### src/rtl/dram_seq_pkg.sv
package dram_seq_pkg;
  typedef struct packed {
    logic vert;
    logic mirror;
    logic flip;
  } wmode_t;
endpackage

### src/rtl/seq_cfg.sv
module seq_cfg
  import dram_seq_pkg::*;
#(
  parameter int COLS  = 128,
  parameter int BANKS = 13,
  parameter int XW    = 7,
  parameter int YW    = 4
) (
  input  logic          clk,
  input  logic          rst_n,
  input  logic          cfg_we,
  input  wmode_t        cfg_mode,
  input  logic [XW-1:0] cfg_xlim,
  input  logic [YW-1:0] cfg_ylim,
  output wmode_t        mode,
  output logic [XW-1:0] xlim,
  output logic [YW-1:0] ylim
);
  localparam logic [XW-1:0] XMAX = XW'(COLS - 1);
  localparam logic [YW-1:0] YMAX = YW'(BANKS - 1);

  function automatic logic [YW-1:0] clamp_y(input logic [YW-1:0] v);
    return (v > YMAX) ? YMAX : v;
  endfunction

  function automatic logic [XW-1:0] clamp_x(input logic [XW-1:0] v);
    return (v > XMAX) ? XMAX : v;
  endfunction

  always_ff @(posedge clk) begin
    if (!rst_n) begin
      mode <= '0;
      xlim <= XMAX;
      ylim <= YMAX;
    end else if (cfg_we) begin
      mode <= cfg_mode;
      xlim <= clamp_x(cfg_xlim);
      ylim <= clamp_y(cfg_ylim);
    end
  end
endmodule

### src/rtl/seq_ptr.sv
module seq_ptr #(
  parameter int XW = 7,
  parameter int YW = 4
) (
  input  logic          clk,
  input  logic          rst_n,
  input  logic          set_addr,
  input  logic [XW-1:0] set_x,
  input  logic [YW-1:0] set_y,
  input  logic          adv,
  input  logic          vert,
  input  logic [XW-1:0] xlim,
  input  logic [YW-1:0] ylim,
  output logic [XW-1:0] ptr_x,
  output logic [YW-1:0] ptr_y,
  output logic [XW-1:0] cur_x,
  output logic [YW-1:0] cur_y,
  output logic          x_at_lim,
  output logic          y_at_lim
);
  logic [XW-1:0] nxt_x;
  logic [YW-1:0] nxt_y;

  function automatic logic [XW-1:0] sat_x(input logic [XW-1:0] v, input logic [XW-1:0] lim);
    return (v > lim) ? lim : v;
  endfunction

  function automatic logic [YW-1:0] sat_y(input logic [YW-1:0] v, input logic [YW-1:0] lim);
    return (v > lim) ? lim : v;
  endfunction

  // Effective address of this cycle: a set strobe overrides the held pointer.
  always_comb begin
    cur_x = set_addr ? sat_x(set_x, xlim) : ptr_x;
    cur_y = set_addr ? sat_y(set_y, ylim) : ptr_y;
  end

  assign x_at_lim = (cur_x >= xlim);
  assign y_at_lim = (cur_y >= ylim);

  always_comb begin
    nxt_x = cur_x;
    nxt_y = cur_y;
    if (!vert) begin
      if (x_at_lim) begin
        nxt_x = '0;
        nxt_y = y_at_lim ? '0 : cur_y + YW'(1);
      end else begin
        nxt_x = cur_x + XW'(1);
      end
    end else begin
      if (y_at_lim) begin
        nxt_y = '0;
        nxt_x = x_at_lim ? '0 : cur_x + XW'(1);
      end else begin
        nxt_y = cur_y + YW'(1);
      end
    end
  end

  always_ff @(posedge clk) begin
    if (!rst_n) begin
      ptr_x <= '0;
      ptr_y <= '0;
    end else if (adv) begin
      ptr_x <= nxt_x;
      ptr_y <= nxt_y;
    end else if (set_addr) begin
      ptr_x <= cur_x;
      ptr_y <= cur_y;
    end
  end
endmodule

### src/rtl/seq_out.sv
module seq_out #(
  parameter int COLS = 128,
  parameter int XW   = 7,
  parameter int YW   = 4,
  parameter int DW   = 8
) (
  input  logic          clk,
  input  logic          rst_n,
  input  logic          wr_stb,
  input  logic [DW-1:0] wr_data,
  input  logic [XW-1:0] cur_x,
  input  logic [YW-1:0] cur_y,
  input  logic          mirror,
  input  logic          flip,
  output logic          mem_we,
  output logic [XW-1:0] mem_col,
  output logic [YW-1:0] mem_bank,
  output logic [DW-1:0] mem_data
);
  logic [DW-1:0] rev_data;
  logic [XW-1:0] phys_col;

  for (genvar i = 0; i < DW; i++) begin : g_rev
    assign rev_data[i] = wr_data[DW-1-i];
  end

  function automatic logic [XW-1:0] map_col(input logic [XW-1:0] x, input logic mir);
    return mir ? (XW'(COLS - 1) - x) : x;
  endfunction

  assign phys_col = map_col(cur_x, mirror);

  always_ff @(posedge clk) begin
    if (!rst_n) begin
      mem_we   <= 1'b0;
      mem_col  <= '0;
      mem_bank <= '0;
      mem_data <= '0;
    end else begin
      mem_we <= wr_stb;
      if (wr_stb) begin
        mem_col  <= phys_col;
        mem_bank <= cur_y;
        mem_data <= flip ? rev_data : wr_data;
      end
    end
  end
endmodule

### src/rtl/dram_wr_addr_seq.sv
module dram_wr_addr_seq
  import dram_seq_pkg::*;
#(
  parameter int COLS  = 128,
  parameter int BANKS = 13,
  parameter int DW    = 8,
  localparam int XW   = $clog2(COLS),
  localparam int YW   = $clog2(BANKS)
) (
  input  logic          clk,
  input  logic          rst_n,
  input  logic          cfg_we,
  input  logic          cfg_vert,
  input  logic          cfg_mirror,
  input  logic          cfg_flip,
  input  logic [XW-1:0] cfg_xlim,
  input  logic [YW-1:0] cfg_ylim,
  input  logic          set_addr,
  input  logic [XW-1:0] set_x,
  input  logic [YW-1:0] set_y,
  input  logic          wr_stb,
  input  logic [DW-1:0] wr_data,
  output logic          mem_we,
  output logic [XW-1:0] mem_col,
  output logic [YW-1:0] mem_bank,
  output logic [DW-1:0] mem_data
);
  wmode_t        cfg_mode;
  wmode_t        mode;
  logic [XW-1:0] xlim;
  logic [YW-1:0] ylim;
  logic [XW-1:0] ptr_x;
  logic [YW-1:0] ptr_y;
  logic [XW-1:0] cur_x;
  logic [YW-1:0] cur_y;
  logic          x_at_lim;
  logic          y_at_lim;

  assign cfg_mode = '{vert: cfg_vert, mirror: cfg_mirror, flip: cfg_flip};

  seq_cfg #(.COLS(COLS), .BANKS(BANKS), .XW(XW), .YW(YW)) u_cfg (
    .clk(clk), .rst_n(rst_n), .cfg_we(cfg_we), .cfg_mode(cfg_mode),
    .cfg_xlim(cfg_xlim), .cfg_ylim(cfg_ylim),
    .mode(mode), .xlim(xlim), .ylim(ylim)
  );

  seq_ptr #(.XW(XW), .YW(YW)) u_ptr (
    .clk(clk), .rst_n(rst_n), .set_addr(set_addr), .set_x(set_x), .set_y(set_y),
    .adv(wr_stb), .vert(mode.vert), .xlim(xlim), .ylim(ylim),
    .ptr_x(ptr_x), .ptr_y(ptr_y), .cur_x(cur_x), .cur_y(cur_y),
    .x_at_lim(x_at_lim), .y_at_lim(y_at_lim)
  );

  seq_out #(.COLS(COLS), .XW(XW), .YW(YW), .DW(DW)) u_out (
    .clk(clk), .rst_n(rst_n), .wr_stb(wr_stb), .wr_data(wr_data),
    .cur_x(cur_x), .cur_y(cur_y), .mirror(mode.mirror), .flip(mode.flip),
    .mem_we(mem_we), .mem_col(mem_col), .mem_bank(mem_bank), .mem_data(mem_data)
  );
endmodule

### config.mk
export PLATFORM = sky130hd
export DESIGN_NAME = dram_wr_addr_seq
export DESIGN_NICKNAME = d
export VERILOG_FILES = /design/src/rtl/dram_seq_pkg.sv /design/src/rtl/seq_cfg.sv /design/src/rtl/seq_ptr.sv /design/src/rtl/seq_out.sv /design/src/rtl/dram_wr_addr_seq.sv
export SDC_FILE = /design/constraint.sdc
export NUM_CORES = 1
export LEC_CHECK = 0
export BUFFER_PORTS_ARGS = -buffer_cell sky130_fd_sc_hd__buf_4
export CAP_MARGIN = 20
export CELL_PAD_IN_SITES_DETAIL_PLACEMENT = 2
export CELL_PAD_IN_SITES_GLOBAL_PLACEMENT = 2
export CORE_AREA = 2 2 93 95
export DETAILED_ROUTE_END_ITERATION = 12
export DIE_AREA = 0 0 95 97
export GPL_TIMING_DRIVEN = 0
export MAX_ROUTING_LAYER = met4
export PLACE_DENSITY = 0.82
export SYNTH_ARGS = -nofsm -noshare
export SYNTH_HDL_FRONTEND = slang
export SYNTH_SLANG_ARGS = --single-unit
### constraint.sdc
create_clock -name clk -period 10.1 [get_ports clk]
set_clock_uncertainty 0.1 [all_clocks]
set_input_delay 0.505 -clock clk [delete_from_list [all_inputs] [get_ports clk]]
set_output_delay 0.505 -clock clk [all_outputs]
set_load 0.005 [all_outputs]
# Word level (Yosys, flattened, before mapping)
# Index checks and enable logic that the tools add are counted.
[word_totals]
register_bits = 45
latchBits = 0
ramBits = 0
mem_bits_ro = 0
output_inout_bits = 20
word_cells = 39
mem_count = 0
[classes]
addsub = 3
n_mul = 0
div_mod_pow = 0
magnitude_cmp = 6
eq_ne = 0
shifts = 0
muxes = 18
n_bitwise = 0
n_reduce_logical = 1
[ops]
columns = ["cell", "n"]
rows = [
  ["2-to-1 mux 7 bit", 9],
  ["2-to-1 mux 4 bit", 8],
  ["2-to-1 mux 8 bit", 1],
  ["adder 7 x 1 -> 7 bit (second input constant)", 1],
  ["greater-or-equal comparator 7 bit", 1],
  ["> comparator 7 bit", 1],
  ["> comparator 7 bit (second input constant)", 1],
  ["subtractor 7 bit (first input constant)", 1],
  ["adder 4 x 1 -> 4 bit (second input constant)", 1],
  ["greater-or-equal comparator 4 bit", 1],
  ["> comparator 4 bit", 1],
  ["> comparator 4 bit (second input constant)", 1],
  ["nonzero test 2 bit", 1],
]

# Logic depth before layout (Yosys ltp)
# Gate-level depths: netlist of the first run.
[depth]
ltp_word = 8
mapped_depth = 17

# Hierarchy
# Synthesis of the first run repeated with hierarchy kept, for this count alone.
[hier_totals]
hier_cells = 338
hier_area_um2 = 3201.8
[by_module_without_submodules]
columns = ["module", "instances", "cells_per_inst", "area_each_um2"]
rows = [
  ["seq_ptr", 1, 208, 1692.9],
  ["seq_out", 1, 82, 973.4],
  ["seq_cfg", 1, 48, 535.5],
]

# Least setup slack after synthesis of the first run
# No wires, ideal clock.
[synth_path]
kind = "input-to-reg"
start = "in set_x[6]"
end = "reg u_ptr.ptr_x[5]"
setup_ns = 0.073
t_arrival_ns = 3.447
required_time_ns = 9.927
setup_slack_ns = 6.480
path_stages = 16
path_buffers = 1
cell_sequence = "ha_1 -> nand4_2 -> or2_1 -> buf_6 -> o21ai_4 -> mux2_4 -> mux2i_4 -> ha_1 -> nand2b_1 -> a211oi_1 -> o21ai_0 -> a31o_2 -> a21oi_1 -> o31ai_4 -> o21a_1 -> o22ai_2"
[synth_via]
elab_chain_len = 8
word_cells_on_any_way = 10
classes_between = "add/sub (1); order compare (2); mux (7)"
[synth_rtl]
columns = ["element", "line_no", "text"]
rows = [
  ["start: declaration", "dram_wr_addr_seq.sv:19", "input logic [XW-1:0] set_x,"],
  ["> comparator 7 bit", "seq_ptr.sv:25", "return (v > lim) ? lim : v;"],
  ["2-to-1 mux 7 bit (*)", "seq_ptr.sv:25", ""],
  ["2-to-1 mux 7 bit (*)", "seq_ptr.sv:34", "cur_x = set_addr ? sat_x(set_x, xlim) : ptr_x;"],
  ["adder 7 x 1 -> 7 bit / greater-or-equal comparator 7 bit (equally long branches)", "seq_ptr.sv:49, seq_ptr.sv:54, seq_ptr.sv:38", ""],
  ["2-to-1 mux 7 bit", "seq_ptr.sv:45, seq_ptr.sv:54", ""],
  ["2-to-1 mux 7 bit", "seq_ptr.sv:52", "if (y_at_lim) begin"],
  ["2-to-1 mux 7 bit", "seq_ptr.sv:44", "if (!vert) begin"],
  ["2-to-1 mux 7 bit (*)", "seq_ptr.sv:65", "end else if (adv) begin"],
  ["end signal: assignment", "seq_ptr.sv:66", "ptr_x <= nxt_x;"],
  ["end signal: assignment", "seq_ptr.sv:69", "ptr_x <= cur_x;"],
  ["end: declaration", "seq_ptr.sv:14", "output logic [XW-1:0] ptr_x,"],
]
# Every way passes the cells marked *; elsewhere a longest branch is shown, timed or not. The select of a mux whose other input is x is not followed.
# A chain may end at the register's enable or synchronous reset.

# Worst setup path after layout of the first run
[layout_path]
start = "reg u_cfg.xlim[6]"
end = "reg u_ptr.ptr_y[3]"
[layout_via]
elab_chain_len = 7
[layout_rtl]
columns = ["element", "line_no", "text"]
rows = [
  ["start: declaration", "seq_cfg.sv:16", "output logic [XW-1:0] xlim,"],
  ["start signal: assignment", "seq_cfg.sv:37", "xlim <= clamp_x(cfg_xlim);"],
  ["> comparator 7 bit", "seq_ptr.sv:25", ""],
  ["2-to-1 mux 7 bit", "seq_ptr.sv:25", ""],
  ["2-to-1 mux 7 bit", "seq_ptr.sv:34", ""],
  ["greater-or-equal comparator 7 bit (*)", "seq_ptr.sv:38", "assign x_at_lim = (cur_x >= xlim);"],
  ["2-to-1 mux 4 bit (*)", "seq_ptr.sv:45", "if (x_at_lim) begin"],
  ["2-to-1 mux 4 bit (*)", "seq_ptr.sv:44", ""],
  ["2-to-1 mux 4 bit (*)", "seq_ptr.sv:65", ""],
  ["end signal: assignment", "seq_ptr.sv:67", "ptr_y <= nxt_y;"],
  ["end signal: assignment", "seq_ptr.sv:70", "ptr_y <= cur_y;"],
  ["end: declaration", "seq_ptr.sv:15", "output logic [YW-1:0] ptr_y,"],
]
# Every way passes the cells marked *; elsewhere a longest branch is shown, timed or not.

==> key figures, run 1 <==
Status
  – Status: finished clean

Layout
  – Final Cell Area: 3530 um^2
  – Synth-to-layout area growth: 21.8%
  – Antenna cells: 0
  – Layout cells sized above 1: 0.248
  – Nets: 440

Power
  – Comb pwr share: 0.317
  – PwrDens: 131 nW/um^2
  – Internal Power: 308 uW
  – NetSw: 155 uW
  – Net Sw Frac: 0.335
  – Reg power frac: 0.433
  – Clock power share: 0.250
  – VDD IR max: 0.0687 mV
  – Leak pwr: 1.68 nW

STA
  – Min Clock Period, post-route: 3970 ps
  – Count of final hold-check violations: 0
  – Unrepaired setup endpoints after global routing: false
  – Setup violators final: 0
  – Rel. slew slack: 0.581
  – Final worst path period share: 0.393
  – Setup TNS Final: 0 ps
  – Worst-margin pin slew: 628 ps
  – FMAX: 0.252 GHz
  – Setup WS post-layout: 6130 ps
  – Max-slew violations: 0

Yosys
  – Count of cell types in the netlist: 55
  – Synth Cell Area: 2890 um^2
  – Post-synth EDFFs: 0
  – Post-synth top area cell: dfxtp_1
  – Top cells by area, synth: dfxtp_1 31%, ha_1 10%, mux2i_1 7.3%, nand2_1 5.2%, o211a_1 5.2%
  – Synth warn: 0
  – Synthesized flop and latch total: 45
  – Ys flop type: dfxtp_1
  – Syn_nets: 378
  – FFs w/ async S/R, synth: 0
  – Post-Syn Instances: 316
  – Seq/Total Area, Yosys: 0.311
  – Synth Area per Inst: 9.16 um^2
  – Synth top area share: 0.311

Clocking
  – Clock-pin transition on the worst setup and hold timing paths: 90 ps
  – Post-CTS resize count: 0
  – Sink Count: 45
  – H-tree depth: 2
  – Insertion delay to the later sink of the worst-skew pair: 310 ps
  – Hold_buf cts: 0
  – CTS tree: built
  – Number of setup buffers added after CTS: 0
  – TritonCTS Buffers: 5
  – Root Buffer: clkbuf_8
  – Clk buf depth: 2

Floorplanning
  – Die W: 95 um
  – Die area: 9220 um^2
  – I/O pin total: 58
  – Initial Utilization: 0.356
  – Core Region: 8130 um^2
  – Die Y: 97 um
  – # rows: 33

Placed design
  – Hpwl dp: 6620 um
  – Buffers on Ports: 55
  – Worst slack, placed: 5980 ps
  – Area after DPL: 3440 um^2
  – Final Wtd Congestion: 0.772

Worst setup path
  – Critical path required time: 10,240 ps
  – Startpoint types: flip-flop
  – CP max-delay cell: mux2_2
  – Max stage delay on crit path: 390 ps
  – Crit Path Max Fanout: 9
  – Critical-path cell list: inv_1 > ha_1 > nand4_2 > or2_1 > buf_6 > o21ai_4 > mux2_2 > mux2i_4 > inv_1 > ha_1 > a211oi_1 > o21ai_0 > a31o_2 > o21a_1 > nand2_1 > or3_1 > a31oi_1
  – CP Data Arrival Time: 4110 ps
  – Crit path kind: flip-flop to flip-flop
  – Crit end category: flip-flop
  – Crit path buffers/inverters: 3
  – CP delay by family, top: compound AO/OA/AOI/OAI gates

Route
  – First-pass DRT Iterations: 4
  – DRC: 0
  – DR iter-0 viols: 33
  – Wire per inst: 17.2 um
  – Vias: 2,553
  – WL final: 8330 um
  – Drt via density: 5.27
  – Antenna Nets Post-Route: 0

Flow run
  – Max Cap Viol: 0

Min path
  – Hold WC Path Type: input pin to flip-flop

Global routing
  – Overflow left after global routing: 0
  – Largest net degree at the start of global routing: 15
  – Initial antenna violation count: 0
  – Vias in the first global route: 2,859
  – First-pass GRT wire length: 14,200 um
  – GRT Overall Usage: 0.200
final timing paths:
path | startpoint | end | slack [ps] | cells after the start
worst max-delay path | u_cfg.xlim[6] | u_ptr.ptr_y[3] | 6130 | 17
worst min-delay path | cfg_xlim[6] | u_cfg.xlim[6] | 320 | 3
worst max register to register | u_cfg.xlim[6] | u_ptr.ptr_y[3] | 6130 | 17
worst min register to register | u_out.mem_data[5] | u_out.mem_data[5] | 390 | 1
Yosys cell counts (8+ instances only):
cell	number
o211a_1	15
a21oi_1	8
mux2i_1	21
o211ai_1	9
o21ai_0	10
dfxtp_1	45
clkbuf_1	11
nand2_1	40
nor2b_1	8
nor2_1	13
ha_1	24
inv_1	17
per-stage QoR:
step | util | instances | total power, mW | hold WS (ps)
after global placement | 0.423 | 476 | 0.345 | 365
final | 0.433 | 484 | 0.463 | 320
after global routing | 0.433 | 484 | 0.494 | 327
after floorplan | - | 316 | 0.301 | 377
after CTS | 0.433 | 484 | 0.472 | 315
after detailed placement | 0.423 | 476 | 0.353 | 370
sequential cells by signal, summed over array words and instances (netlist names):
signal          count
u_out.mem_data      8
u_out.mem_col       7
u_cfg.ylim          4
u_cfg.xlim          7
u_out.mem_we        1
u_ptr.ptr_y         4
u_out.mem_bank      4
u_ptr.ptr_x         7
u_cfg.mode          3
cell families (layout without fill, tap and decap cells):
logic type	count (synthesis)	after routing	synth area share
AOI/OAI and AO/OA	79	79	0.229
xor gates and xnor gates	10	10	0.0303
DFF	45	45	0.311
adders and majority gates	24	24	0.104
muxes	25	25	0.0973
and+or+nand+nor	98	98	0.178
buffers and inverters	35	98	0.0506
routing by layer:
metal | up-vias | GRT usage | share of wire
met5 | - | - | 0
li1 | 1250 | - | -
met2 | 27 | 0.357 | 0.54
met1 | 1270 | 0.240 | 0.42
met4 | 0 | 0.0401 | 0.0096
met3 | 6 | 0.0257 | 0.025
layout by cell type, fill, tap and decap left out, types with 3 or more instances in the layout:
master / n
nor2b_1: 8
clkbuf_1: 12
o21ai_0: 10
o211a_1: 15
clkbuf_8: 5
a21oi_1: 8
o21a_1: 3
a2bb2oi_1: 4
ha_1: 24
a31oi_1: 3
a21oi_2: 5
nand3_1: 7
xnor2_1: 7
nand2_1: 40
buf_4: 56
or3_1: 6
inv_1: 17
o211ai_1: 9
xor2_1: 3
and2_1: 4
mux2i_1: 21
nor2_1: 13
buf_2: 3
nand3_2: 4
nand2b_1: 5
dfxtp_1: 45
o2111ai_1: 4
area by class of cell:
cell class                      count  area (um^2)
Sequential cell                    45          901
Clock buffer                        6         72.6
Buffer                             17         78.8
Multi-Input combinational cell    236         1850
Clock inverter                      2         15.0
Tap cell                          105          131
Timing Repair Buffer               55          413
Inverter                           18         67.6
Fill cell                         901         4610
power groups by stage:
stage | clock (mW) | sequential [mW] | combinational, mW
4_1_cts | 0.120 | 0.201 | 0.150
2_1_floorplan | 0 | 0.203 | 0.0974
3_3_place_gp | 0 | 0.204 | 0.140
5_1_grt | 0.126 | 0.203 | 0.165
3_5_place_dp | 0 | 0.205 | 0.148
6_report | 0.116 | 0.201 | 0.147
tightest hold or removal path, cell delays in order:
cell and delay (ps):
buf_4 80, nand2_1 40, o211ai_1 60
No activity file was read; power rests on OpenSTA's default activity.
==> run 2: changes to the inputs <==
ABC_AREA = 1   (was not set)
CORE_AREA = 2 2 100 102   (was 2 2 93 95)
DIE_AREA = 0 0 102 104   (was 0 0 95 97)
PLACE_DENSITY = 0.77   (was 0.82)
clock period = 3.7 ns   (was 10.1 ns; I/O delays follow)
==> run 2 against run 1 <==
  * Final cell count grew 24%
  * Worst setup slack got worse by 5900 ps
  * Utilization fell by 5.2 points
  * Die area increased by 15%
  * Critical path depth grew 4
  * Worst hold slack got worse by 320 ps
  * Power grew to 3.0 times the previous value
  * Clock power rose to 3.4 times the previous value
  * Wire length grew 14%
  * Global-route usage down 1.1 points
  * Critical path type unchanged
==> key figures, run 2 <==
Layout
  – Nets: 530
  – Most frequent cells in the layout: 65 x nand2_1, 59 x buf_4, 47 x inv_1
  – Antenna cells: 0
  – Top reg by flops: u_out.mem_data
  – Layout cells sized above 1: 0.239
  – Non-Filler Instances: 602
  – Filler cell count: 1,153
  – Max FFs per register: 8
  – Final Cell Area: 3640 um^2
  – Synth-to-layout area growth: 26.1%
  – Leading cell type in the layout, fill and taps excluded: nand2_1

Worst setup path
  – Critical path required time: 3860 ps
  – CP max-delay cell: dfxtp_1
  – Crit Path Max Fanout: 10
  – R2r setup slk: 250 ps
  – Max stage delay on crit path: 350 ps
  – Crit end category: flip-flop
  – CP Data Arrival Time: 3600 ps
  – Crit path buffers/inverters: 6
  – Worst reg2reg endpoint: u_ptr.ptr_x[1]
  – Startpoint types: flip-flop
  – CP most frequent cell: inv_1
  – RR Startpoint: u_cfg.xlim[5]
  – CP delay by family, top: compound AO/OA/AOI/OAI gates
  – Crit path kind: flip-flop to flip-flop
  – Critical-path cell list: inv_1 > ha_1 > nand2_2 > inv_1 > a21oi_4 > nand2_8 > o21ai_1 > nand2_1 > o21ai_0 > inv_1 > ha_1 > a21oi_1 > o21a_1 > nand3_1 > inv_2 > nand2_1 > inv_1 > nand2_1 > o211ai_1 > o211ai_1 > inv_1
  – R2R cell count: 21

Route
  – Drt via density: 4.92
  – Wire per inst: 15.7 um
  – DR iter-0 viols: 71
  – Antenna Nets Post-Route: 0
  – First-pass DRT Iterations: 4
  – Vias: 2,962
  – WL final: 9460 um
  – DRC: 0

Placed design
  – Final Wtd Congestion: 0.824
  – Hpwl dp: 7490 um
  – Area after DPL: 3470 um^2
  – Dpl cells: 588
  – Buffers on Ports: 55

Power
  – NetSw: 479 uW
  – Net Sw Frac: 0.347
  – Leak pwr: 1.79 nW
  – PwrDens: 379 nW/um^2
  – Total power: 1.38 mW
  – Reg power frac: 0.397
  – Internal Power: 901 uW
  – VDD IR max: 0.178 mV
  – Clock power share: 0.286
  – Comb pwr share: 0.317

STA
  – Min Clock Period, post-route: 3450 ps
  – Rel. slew slack: 0.623
  – Setup violators final: 0
  – Worst-margin pin slew: 566 ps
  – FMAX: 0.290 GHz
  – Count of final hold-check violations: 0
  – Max-slew violations: 0
  – Final worst path period share: 0.932

Yosys
  – Synth Area in Simple Gates: 0.272
  – Post-Syn Instances: 400
  – Seq/Total Area, Yosys: 0.312
  – Synth Cell Area: 2890 um^2
  – Synth Area in XOR/XNOR: 0
  – Synth top area share: 0.312
  – Synthesized flop and latch total: 45
  – Synth Area per Inst: 7.23 um^2
  – Synth warn: 0
  – Most frequent cell after synthesis: nand2_1
  – Count of cell types in the netlist: 35
  – Adder-Cell Fraction of Synth Area: 0.104
  – Mux contribution to synthesized area: 0
  – Post-synth top cells: 67 x nand2_1, 49 x inv_1, 45 x dfxtp_1
  – Syn_nets: 462
  – Post-synth top area cell: dfxtp_1
  – Synth Area in Compound Gates: 0.220
  – FFs w/ async S/R, synth: 0
  – Ys flop type: dfxtp_1
  – Top cells by area, synth: dfxtp_1 31%, ha_1 10%, nand2_1 8.7%, a21oi_1 7.6%, o21ai_0 6.4%
  – Post-synth EDFFs: 0
  – Main combinational cell family by area after synthesis: simple AND/OR/NAND/NOR gates

Clocking
  – CTS tree: built
  – Insertion delay to the later sink of the worst-skew pair: 310 ps
  – Clk buf depth: 2
  – Clock-pin transition on the worst setup and hold timing paths: 100 ps
  – Root Buffer: clkbuf_8
  – TritonCTS Buffers: 5
  – Sink Count: 45
  – H-tree depth: 2

Min path
  – Hold WC Path Type: input pin to flip-flop
  – Hold path start: cfg_xlim[5]
  – Hold EP: u_cfg.xlim[5]
  – Worst hold path cell count: 3

Floorplanning
  – Die area: 10,600 um^2
  – I/O pin total: 58
  – Die W: 102 um
  – Initial Utilization: 0.303
  – Core Region: 9550 um^2
  – # rows: 36
  – Die Y: 104 um

Global routing
  – GRT Overall Usage: 0.189
  – Vias in the first global route: 3,193
  – Largest net degree at the start of global routing: 15
  – Overflow left after global routing: 0
  – First-pass GRT wire length: 15,700 um
  – Initial antenna violation count: 0

Flow run
  – Max Cap Viol: 0

Status
  – Status: finished clean
==> run 2: worst max-delay path by stage <==
stage / start / cells past startpoint / endpoint
4_1_cts: u_cfg.xlim[2] / 19 / u_ptr.ptr_y[3]
6_report: u_cfg.xlim[5] / 21 / u_ptr.ptr_x[1]
5_1_grt: u_cfg.ylim[1] / 21 / u_ptr.ptr_x[4]
3_5_place_dp: u_cfg.xlim[2] / 20 / u_ptr.ptr_y[2]
2_1_floorplan: u_cfg.ylim[3] / 22 / u_ptr.ptr_x[1]
3_3_place_gp: u_cfg.xlim[2] / 20 / u_ptr.ptr_y[2]
==> run 2: repair_timing <==
action,4_1_cts,5_1_grt
hold endpoints to repair,3,0
setup buffers,0,3
setup endpoints to repair,0,11
gates resized for setup,0,7
hold buffers,3,0
==> run 2: worst reg2reg max path, stage by stage (launching register included) <==
cell      delay, ps
dfxtp_1         350
inv_1            90
ha_1            300
nand2_2         110
inv_1            70
a21oi_4         210
nand2_8         110
o21ai_1         220
nand2_1          80
o21ai_0         160
inv_1           190
ha_1            350
a21oi_1         170
o21a_1          140
nand3_1         130
inv_2           120
nand2_1          80
inv_1            90
nand2_1          60
o211ai_1         90
o211ai_1        110
inv_1            70
==> run 2: metrics by stage <==
| step | worst slack (ps) | util | TNS, ps | hold WS [ps] |
|---|---|---|---|---|
| after global routing | -15.8 | 0.382 | -18.7 | 24.4 |
| after CTS | 166 | 0.378 | 0 | 9.63 |
| after detailed placement | 203 | 0.363 | 0 | 314 |
| after floorplan | 888 | - | 0 | 211 |
| final | 252 | 0.382 | 0 | 2.25 |
| after global placement | 276 | 0.363 | 0 | 308 |
==> run 2: cell families (layout without fill, tap and decap cells) <==
| kind of cell | after synthesis | in the layout |
|---|---|---|
| AND/OR/NAND/NOR | 151 | 151 |
| AO/OA/AOI/OAI | 111 | 111 |
| buffers and inverters | 69 | 138 |
| flip-flops | 45 | 45 |
| adder cells (fa/ha/maj) | 24 | 24 |
==> run 2: layer usage <==
metal | share of wire | GRT usage | vias to the layer above | wire length [um]
li1 | - | - | 1472 | -
met1 | 0.44 | 0.228 | 1461 | 4160
met2 | 0.54 | 0.339 | 24 | 5070
met3 | 0.017 | 0.0235 | 5 | 163
met4 | 0.0080 | 0.0314 | 0 | 76
met5 | 0 | - | - | 0
==> run 2: power by group through the flow <==
stage	combinational, mW	sequential (mW)	clock (mW)
after global placement	0.411	0.558	0
after floorplan	0.276	0.555	0
after global routing	0.496	0.553	0.423
after detailed placement	0.429	0.560	0
after CTS	0.436	0.549	0.405
final	0.437	0.548	0.395
==> run 2: area by class of cell <==
class,count,area (um^2),share of cell area
buffer,15,63.8,0.0175
clock buffer,6,72.6,0.0199
clock inverter,2,38.8,0.0106
inverter,54,203,0.0556
multi-input combinational,286,1730,0.476
sequential,45,901,0.247
tap,133,166,0.0457
timing repair buffer,61,465,0.128
